$ cat config.mk
export PLATFORM = sky130hd
export DESIGN_NAME = i2c_regport
export DESIGN_NICKNAME = d
export VERILOG_FILES = /design/src/rtl/i2c_regport_pkg.sv /design/src/rtl/i2c_regport_sync.sv /design/src/rtl/i2c_regport_regfile.sv /design/src/rtl/i2c_regport.sv
export SDC_FILE = /design/constraint.sdc
export NUM_CORES = 1
export LEC_CHECK = 0
export ABC_AREA = 1
export BUFFER_PORTS_ARGS = -buffer_cell sky130_fd_sc_hd__buf_2
export CAP_MARGIN = 5
export CORE_UTILIZATION = 45
export CTS_BUF_LIST = sky130_fd_sc_hd__clkbuf_4
export DETAILED_ROUTE_END_ITERATION = 10
export PLACE_DENSITY = 0.6
export SKIP_CTS_REPAIR_TIMING = 1
export SLEW_MARGIN = 20
export SYNTH_ARGS = -nofsm -noshare
export SYNTH_HDL_FRONTEND = slang
export SYNTH_SLANG_ARGS = --single-unit
$ cat constraint.sdc
create_clock -name clk -period 1.91 [get_ports clk]
set_clock_uncertainty 0.15 [all_clocks]
set_input_delay 0.382 -clock clk [delete_from_list [all_inputs] [get_ports clk]]
set_output_delay 0.382 -clock clk [all_outputs]
set_load 0.1 [all_outputs]
$ cat src/rtl/i2c_regport_pkg.sv
package i2c_regport_pkg;
   typedef enum logic [2:0] {
      ST_IDLE,
      ST_RX,
      ST_ACK,
      ST_TX,
      ST_RACK
   } port_st_e;

   typedef enum logic [1:0] {
      PH_ADDR,
      PH_PTR,
      PH_DATA
   } byte_ph_e;

   localparam logic [5:0] DEV_ADDR_HI = 6'b001000;
   localparam int         BYTE_W      = 8;
endpackage

$ cat src/rtl/i2c_regport_sync.sv
module i2c_regport_sync #(
   parameter int STAGES = 2
) (
   input  logic clk,
   input  logic rst_n,
   input  logic scl_i,
   input  logic sda_i,
   output logic scl_s,
   output logic sda_s,
   output logic scl_rise,
   output logic scl_fall,
   output logic start_det,
   output logic stop_det
);
   if (STAGES < 2) begin : g_bad_stages
      $error("i2c_regport_sync: STAGES must be at least 2");
   end

   logic [STAGES-1:0] scl_ff, sda_ff;
   logic              scl_q, sda_q;

   always_ff @(posedge clk or negedge rst_n) begin
      if (!rst_n) begin
         scl_ff <= '1;
         sda_ff <= '1;
         scl_q  <= 1'b1;
         sda_q  <= 1'b1;
      end else begin
         scl_ff <= {scl_ff[STAGES-2:0], scl_i};
         sda_ff <= {sda_ff[STAGES-2:0], sda_i};
         scl_q  <= scl_ff[STAGES-1];
         sda_q  <= sda_ff[STAGES-1];
      end
   end

   assign scl_s     = scl_ff[STAGES-1];
   assign sda_s     = sda_ff[STAGES-1];
   assign scl_rise  = scl_s & ~scl_q;
   assign scl_fall  = ~scl_s & scl_q;
   assign start_det = scl_s & scl_q & sda_q & ~sda_s;
   assign stop_det  = scl_s & scl_q & ~sda_q & sda_s;
endmodule

$ cat src/rtl/i2c_regport_regfile.sv
module i2c_regport_regfile #(
   parameter int AW = 4,
   parameter int DW = 8
) (
   input  logic          clk,
   input  logic          rst_n,
   input  logic          we,
   input  logic [AW-1:0] waddr,
   input  logic [DW-1:0] wdata,
   input  logic [AW-1:0] raddr,
   output logic [DW-1:0] rdata
);
   localparam int NREG = 1 << AW;

   if (AW < 1 || AW > 7) begin : g_bad_aw
      $error("i2c_regport_regfile: AW must be 1..7");
   end

   logic [DW-1:0] word [NREG];

   for (genvar g = 0; g < NREG; g++) begin : g_reg
      logic [DW-1:0] q;
      always_ff @(posedge clk or negedge rst_n) begin
         if (!rst_n)
            q <= '0;
         else if (we && waddr == AW'(g))
            q <= wdata;
      end
      assign word[g] = q;
   end

   assign rdata = word[raddr];
endmodule

$ cat src/rtl/i2c_regport.sv
module i2c_regport
   import i2c_regport_pkg::*;
#(
   parameter int REG_AW      = 4,
   parameter int SYNC_STAGES = 2
) (
   input  logic clk,
   input  logic rst_n,
   input  logic scl_i,
   input  logic sda_i,
   output logic sda_oe,
   input  logic addr_lsb_strap,
   input  logic mode_strap,
   output logic i2c_enabled
);
   if (REG_AW < 1 || REG_AW > 7) begin : g_bad_reg_aw
      $error("i2c_regport: REG_AW must be 1..7 (pointer bit 7 is the advance flag)");
   end

   localparam int CNT_W = $clog2(BYTE_W + 1);
   localparam logic [CNT_W-1:0] LAST_RX = CNT_W'(BYTE_W);
   localparam logic [CNT_W-1:0] LAST_TX = CNT_W'(BYTE_W - 1);

   logic scl_s, sda_s, scl_rise, scl_fall, start_det, stop_det;

   i2c_regport_sync #(.STAGES(SYNC_STAGES)) u_sync (
      .clk       (clk),
      .rst_n     (rst_n),
      .scl_i     (scl_i),
      .sda_i     (sda_i),
      .scl_s     (scl_s),
      .sda_s     (sda_s),
      .scl_rise  (scl_rise),
      .scl_fall  (scl_fall),
      .start_det (start_det),
      .stop_det  (stop_det)
   );

   port_st_e          st;
   byte_ph_e          ph;
   logic [CNT_W-1:0]  bitcnt;
   logic [BYTE_W-1:0] sh, tx, ptr, rd_data;
   logic              rw, mack, oe, en_q, armed;
   logic              wr_en;

   function automatic logic [BYTE_W-1:0] ptr_adv(input logic [BYTE_W-1:0] p);
      logic [BYTE_W-1:0] r;
      r = p;
      if (p[BYTE_W-1])
         r[REG_AW-1:0] = p[REG_AW-1:0] + REG_AW'(1);
      return r;
   endfunction

   wire dev_match = (sh[7:2] == DEV_ADDR_HI) && (sh[1] == addr_lsb_strap);

   assign wr_en = en_q && (st == ST_RX) && scl_fall && (bitcnt == LAST_RX)
                  && (ph == PH_DATA) && !start_det && !stop_det;

   i2c_regport_regfile #(.AW(REG_AW), .DW(BYTE_W)) u_regs (
      .clk   (clk),
      .rst_n (rst_n),
      .we    (wr_en),
      .waddr (ptr[REG_AW-1:0]),
      .wdata (sh),
      .raddr (ptr[REG_AW-1:0]),
      .rdata (rd_data)
   );

   always_ff @(posedge clk or negedge rst_n) begin
      if (!rst_n) begin
         st     <= ST_IDLE;
         ph     <= PH_ADDR;
         bitcnt <= '0;
         sh     <= '0;
         tx     <= '0;
         ptr    <= '0;
         rw     <= 1'b0;
         mack   <= 1'b0;
         oe     <= 1'b0;
         en_q   <= 1'b0;
         armed  <= 1'b0;
      end else begin
         if (!armed) begin
            armed <= 1'b1;
            en_q  <= ~mode_strap;
         end
         if (!en_q) begin
            st <= ST_IDLE;
            oe <= 1'b0;
         end else if (start_det) begin
            st     <= ST_RX;
            ph     <= PH_ADDR;
            bitcnt <= '0;
            oe     <= 1'b0;
         end else if (stop_det) begin
            st <= ST_IDLE;
            oe <= 1'b0;
         end else begin
            unique case (st)
               ST_RX: begin
                  if (scl_rise && bitcnt != LAST_RX) begin
                     sh     <= {sh[BYTE_W-2:0], sda_s};
                     bitcnt <= bitcnt + 1'b1;
                  end else if (scl_fall && bitcnt == LAST_RX) begin
                     unique case (ph)
                        PH_ADDR: begin
                           if (dev_match) begin
                              rw <= sh[0];
                              oe <= 1'b1;
                              st <= ST_ACK;
                           end else begin
                              st <= ST_IDLE;
                           end
                        end
                        PH_PTR: begin
                           ptr <= sh;
                           oe  <= 1'b1;
                           st  <= ST_ACK;
                        end
                        default: begin
                           ptr <= ptr_adv(ptr);
                           oe  <= 1'b1;
                           st  <= ST_ACK;
                        end
                     endcase
                  end
               end
               ST_ACK: begin
                  if (scl_fall) begin
                     bitcnt <= '0;
                     if (ph == PH_ADDR && rw) begin
                        st  <= ST_TX;
                        tx  <= rd_data;
                        oe  <= ~rd_data[BYTE_W-1];
                        ptr <= ptr_adv(ptr);
                     end else begin
                        st <= ST_RX;
                        oe <= 1'b0;
                        ph <= (ph == PH_ADDR) ? PH_PTR : PH_DATA;
                     end
                  end
               end
               ST_TX: begin
                  if (scl_fall) begin
                     if (bitcnt == LAST_TX) begin
                        st <= ST_RACK;
                        oe <= 1'b0;
                     end else begin
                        tx     <= {tx[BYTE_W-2:0], 1'b0};
                        oe     <= ~tx[BYTE_W-2];
                        bitcnt <= bitcnt + 1'b1;
                     end
                  end
               end
               ST_RACK: begin
                  if (scl_rise) begin
                     mack <= ~sda_s;
                  end else if (scl_fall) begin
                     if (mack) begin
                        st     <= ST_TX;
                        bitcnt <= '0;
                        tx     <= rd_data;
                        oe     <= ~rd_data[BYTE_W-1];
                        ptr    <= ptr_adv(ptr);
                     end else begin
                        st <= ST_IDLE;
                     end
                  end
               end
               default: ;
            endcase
         end
      end
   end

   assign sda_oe      = oe;
   assign i2c_enabled = en_q;
endmodule

==> qor.yml <==
layout:
  fin_nets: 1074
  final_common_cell: "nand2_1"
  mostFrequentLayoutCells: "192 x nand2_1, 160 x dfrtp_1, 104 x nor2_1, 103 x o21ai_1, 98 x o21ai_0"
  syn2layout_area_growth_pct: 27.8
  nFillCells: 1533
  utilization: 0.590
  drive_gt1_frac: 0.289
power:
  combPwrFrac: 0.340
  ir_drop_uv: 808
  p_int_mw: 5.79
  netSwitchingPower_mw: 3.60
  clkPwrFrac: 0.247
  swShare: 0.383
  seq_power_share: 0.413
  p_leak_nw: 4.38
  power.density_nw_per_um2: 916
yosys:
  synthCells: 977
  ys_ff_latch: 168
  netlist_area_um2: 8010
  synth_nets: 989
  synth_area_per_cell_um2: 8.20
  yosysUniqueCellTypes: 29
  synth-seq-area-share: 0.526
  synth_warnings: 0
die:
  fp.dieH_um: 135
  die_w_um: 135
  core_area_um2: 17400
  start_util: 0.462
  die_area_um2: 18300
  num_rows: 48
  num_io_pins: 8
setup_path:
  worstPathRequired_ps: 2240
  crit_start: "bitcnt[1]"
  cp_top_family: "simple AND/OR/NAND/NOR gates"
  ff2ff_path_depth: 12
  r2r_slack_ps: -190
  crit_fanout: 8
  critPathCaptureType: "flop"
  critPathBufInv: 4
  cp.arrival_ps: 2430
  reg2reg_from: "bitcnt[1]"
  cpPeakStageDelay_ps: 420
  reg2reg_to: "u_regs.g_reg[4].q[2]"
  critical_path.cell_chain: "inv_2, ha_4, nand2_4, nor2_4, nand3_2, nor3_4, buf_6, clkbuf_16, nand3_4, buf_8, nand2_1, o21ai_1"
  crit_slowest_cell: "dfrtp_1"
  critPathKind: "flop to flop"
  cp-start-kind: "flop"
clock_network:
  clock-sinks: 168
  path_clk_slew_ps: 150
  cts_buffers: 17
  clkLatencyLatePin_ps: 590
  cts_max_path_buffers: 2
  ctsHtreeMaxLevel: 4
  root_buffer: "clkbuf_4"
  tritoncts: "built"
outcome:
  violations: "setup timing"
  status: "finished with violations"
detailed_routing:
  finalWirelength_mm: 23.7
  drtIter0Drc: 619
  num_vias: 7116
  drc: 0
  drt-pass1-iter-count: 5
  viasPerCell: 5.47
  ant_nets: 0
  routedWlPerCell_um: 18.2
timing:
  rsz0062_at_grt: "yes"
  fmax_mhz: 476
  setup_viol: 128
  holdWs_ps: 55.2
  relSlewSlack: 0.546
  hold_violations: 0
  worst_pin_slew_ps: 680
  setup_slack_ps: -189
  min_period_ps: 2100
  slew_violations: 0
  fin_crit_sh: 1.10
placement:
  port_buffers: 7
  dp_hpwl_mm: 13.9
  gp_congestion: 0.876
grt:
  grt_pass1_vias: 6196
  gr-usage-all-layers: 0.245
  grt_pass1_wl_mm: 34.0
  grt_max_degree: 59
  grt_remaining_overflow: 0
  grt_antenna_before_repair: 1
hold_path:
  hold_class: "input pin to asynchronous set/reset pin"
job:
  cap_violations: 0
==> flip-flops by register name, summed over array words and instances, names as in the netlist, 2 cells and up <==
signal         cells
st                 3
sh                 8
u_sync.scl_ff      2
ptr                5
u_sync.sda_ff      2
tx                 7
ph                 2
u_regs.g.q       128
bitcnt             4
==> worst max path at each step <==
stage	end	slack (ps)	depth (start not counted)
final	u_regs.g_reg[4].q[2]	-190	12
after global routing	u_regs.g_reg[4].q[5]	-280	12
after CTS	u_regs.g_reg[8].q[7]	-170	11
after detailed placement	u_regs.g_reg[4].q[7]	-130	11
after global placement	u_regs.g_reg[8].q[7]	-70	10
after floorplan	u_regs.g_reg[5].q[6]	-90	9
==> per-stage QoR <==
stage                     TNS, ps  power (mW)  setup WS, ps  cells  cell area [um2]
final                      -15160        9.39          -189   1301            10200
after global routing       -30540        9.90          -280   1301            10200
after CTS                  -12440        9.01          -170   1267             9130
after detailed placement    -7960        6.70          -128   1235             8810
after global placement      -2440        6.70         -68.1   1235             8810
after floorplan             -7550        5.56         -92.3    977             8050
==> cell usage after synthesis (all sizes together) <==
| master | number | area, um2 |
|---|---|---|
| clkinv | 2 | 7.51 |
| nand4 | 13 | 81.3 |
| a211oi | 1 | 7.51 |
| nor2 | 121 | 457 |
| nor3b | 1 | 7.51 |
| clkbuf | 28 | 105 |
| buf | 24 | 194 |
| dfstp | 6 | 158 |
| o21ai | 218 | 1090 |
| a21oi | 14 | 70.1 |
| conb | 1 | 3.75 |
| nor3 | 4 | 31.3 |
| xor2 | 3 | 26.3 |
| inv | 42 | 158 |
| nand3 | 42 | 345 |
| nand2 | 267 | 1000 |
| ha | 6 | 75.1 |
| xnor2 | 1 | 8.76 |
| dfrtp | 162 | 4050 |
| o22ai | 21 | 131 |
==> power by group through the flow <==
stage	Clock, mW	Sequential (mW)	Combinational (mW)
after floorplan	0	3.99	1.57
after CTS	2.37	3.87	2.78
after global placement	0	3.93	2.77
final	2.32	3.88	3.19
after detailed placement	0	3.93	2.77
after global routing	2.51	3.90	3.49
==> cell type report <==
class | instances | area (um2) | share of cell area
multi-input cells | 723 | 4080 | 0.398
flip-flops and latches | 168 | 4220 | 0.412
repair buffers | 108 | 1170 | 0.114
clock inverters | 15 | 190 | 0.0186
well taps | 225 | 282 | 0.0275
diodes | 1 | 2.50 | 0.000244
clock buffers | 17 | 128 | 0.0125
inverters | 44 | 178 | 0.0173
==> cell families after synthesis <==
family | count (synthesis) | share of synthesized area
fa+ha+maj | 6 | 0.00937
flops | 168 | 0.526
buf+inv | 96 | 0.0579
simple gates | 448 | 0.240
compound gates | 254 | 0.162
xor+xnor | 4 | 0.00437
other cells | 1 | 0.000468
==> metal layers <==
| layer | vias to the layer above | global-route usage | share of wire |
|---|---|---|---|
| met4 | 0 | 0.0699 | 0.018 |
| met2 | 207 | 0.358 | 0.45 |
| li1 | 3440 | - | - |
| met5 | - | 0 | 0 |
| met3 | 35 | 0.0449 | 0.061 |
| met1 | 3434 | 0.369 | 0.47 |
Power figures use the tool's default switching activity.
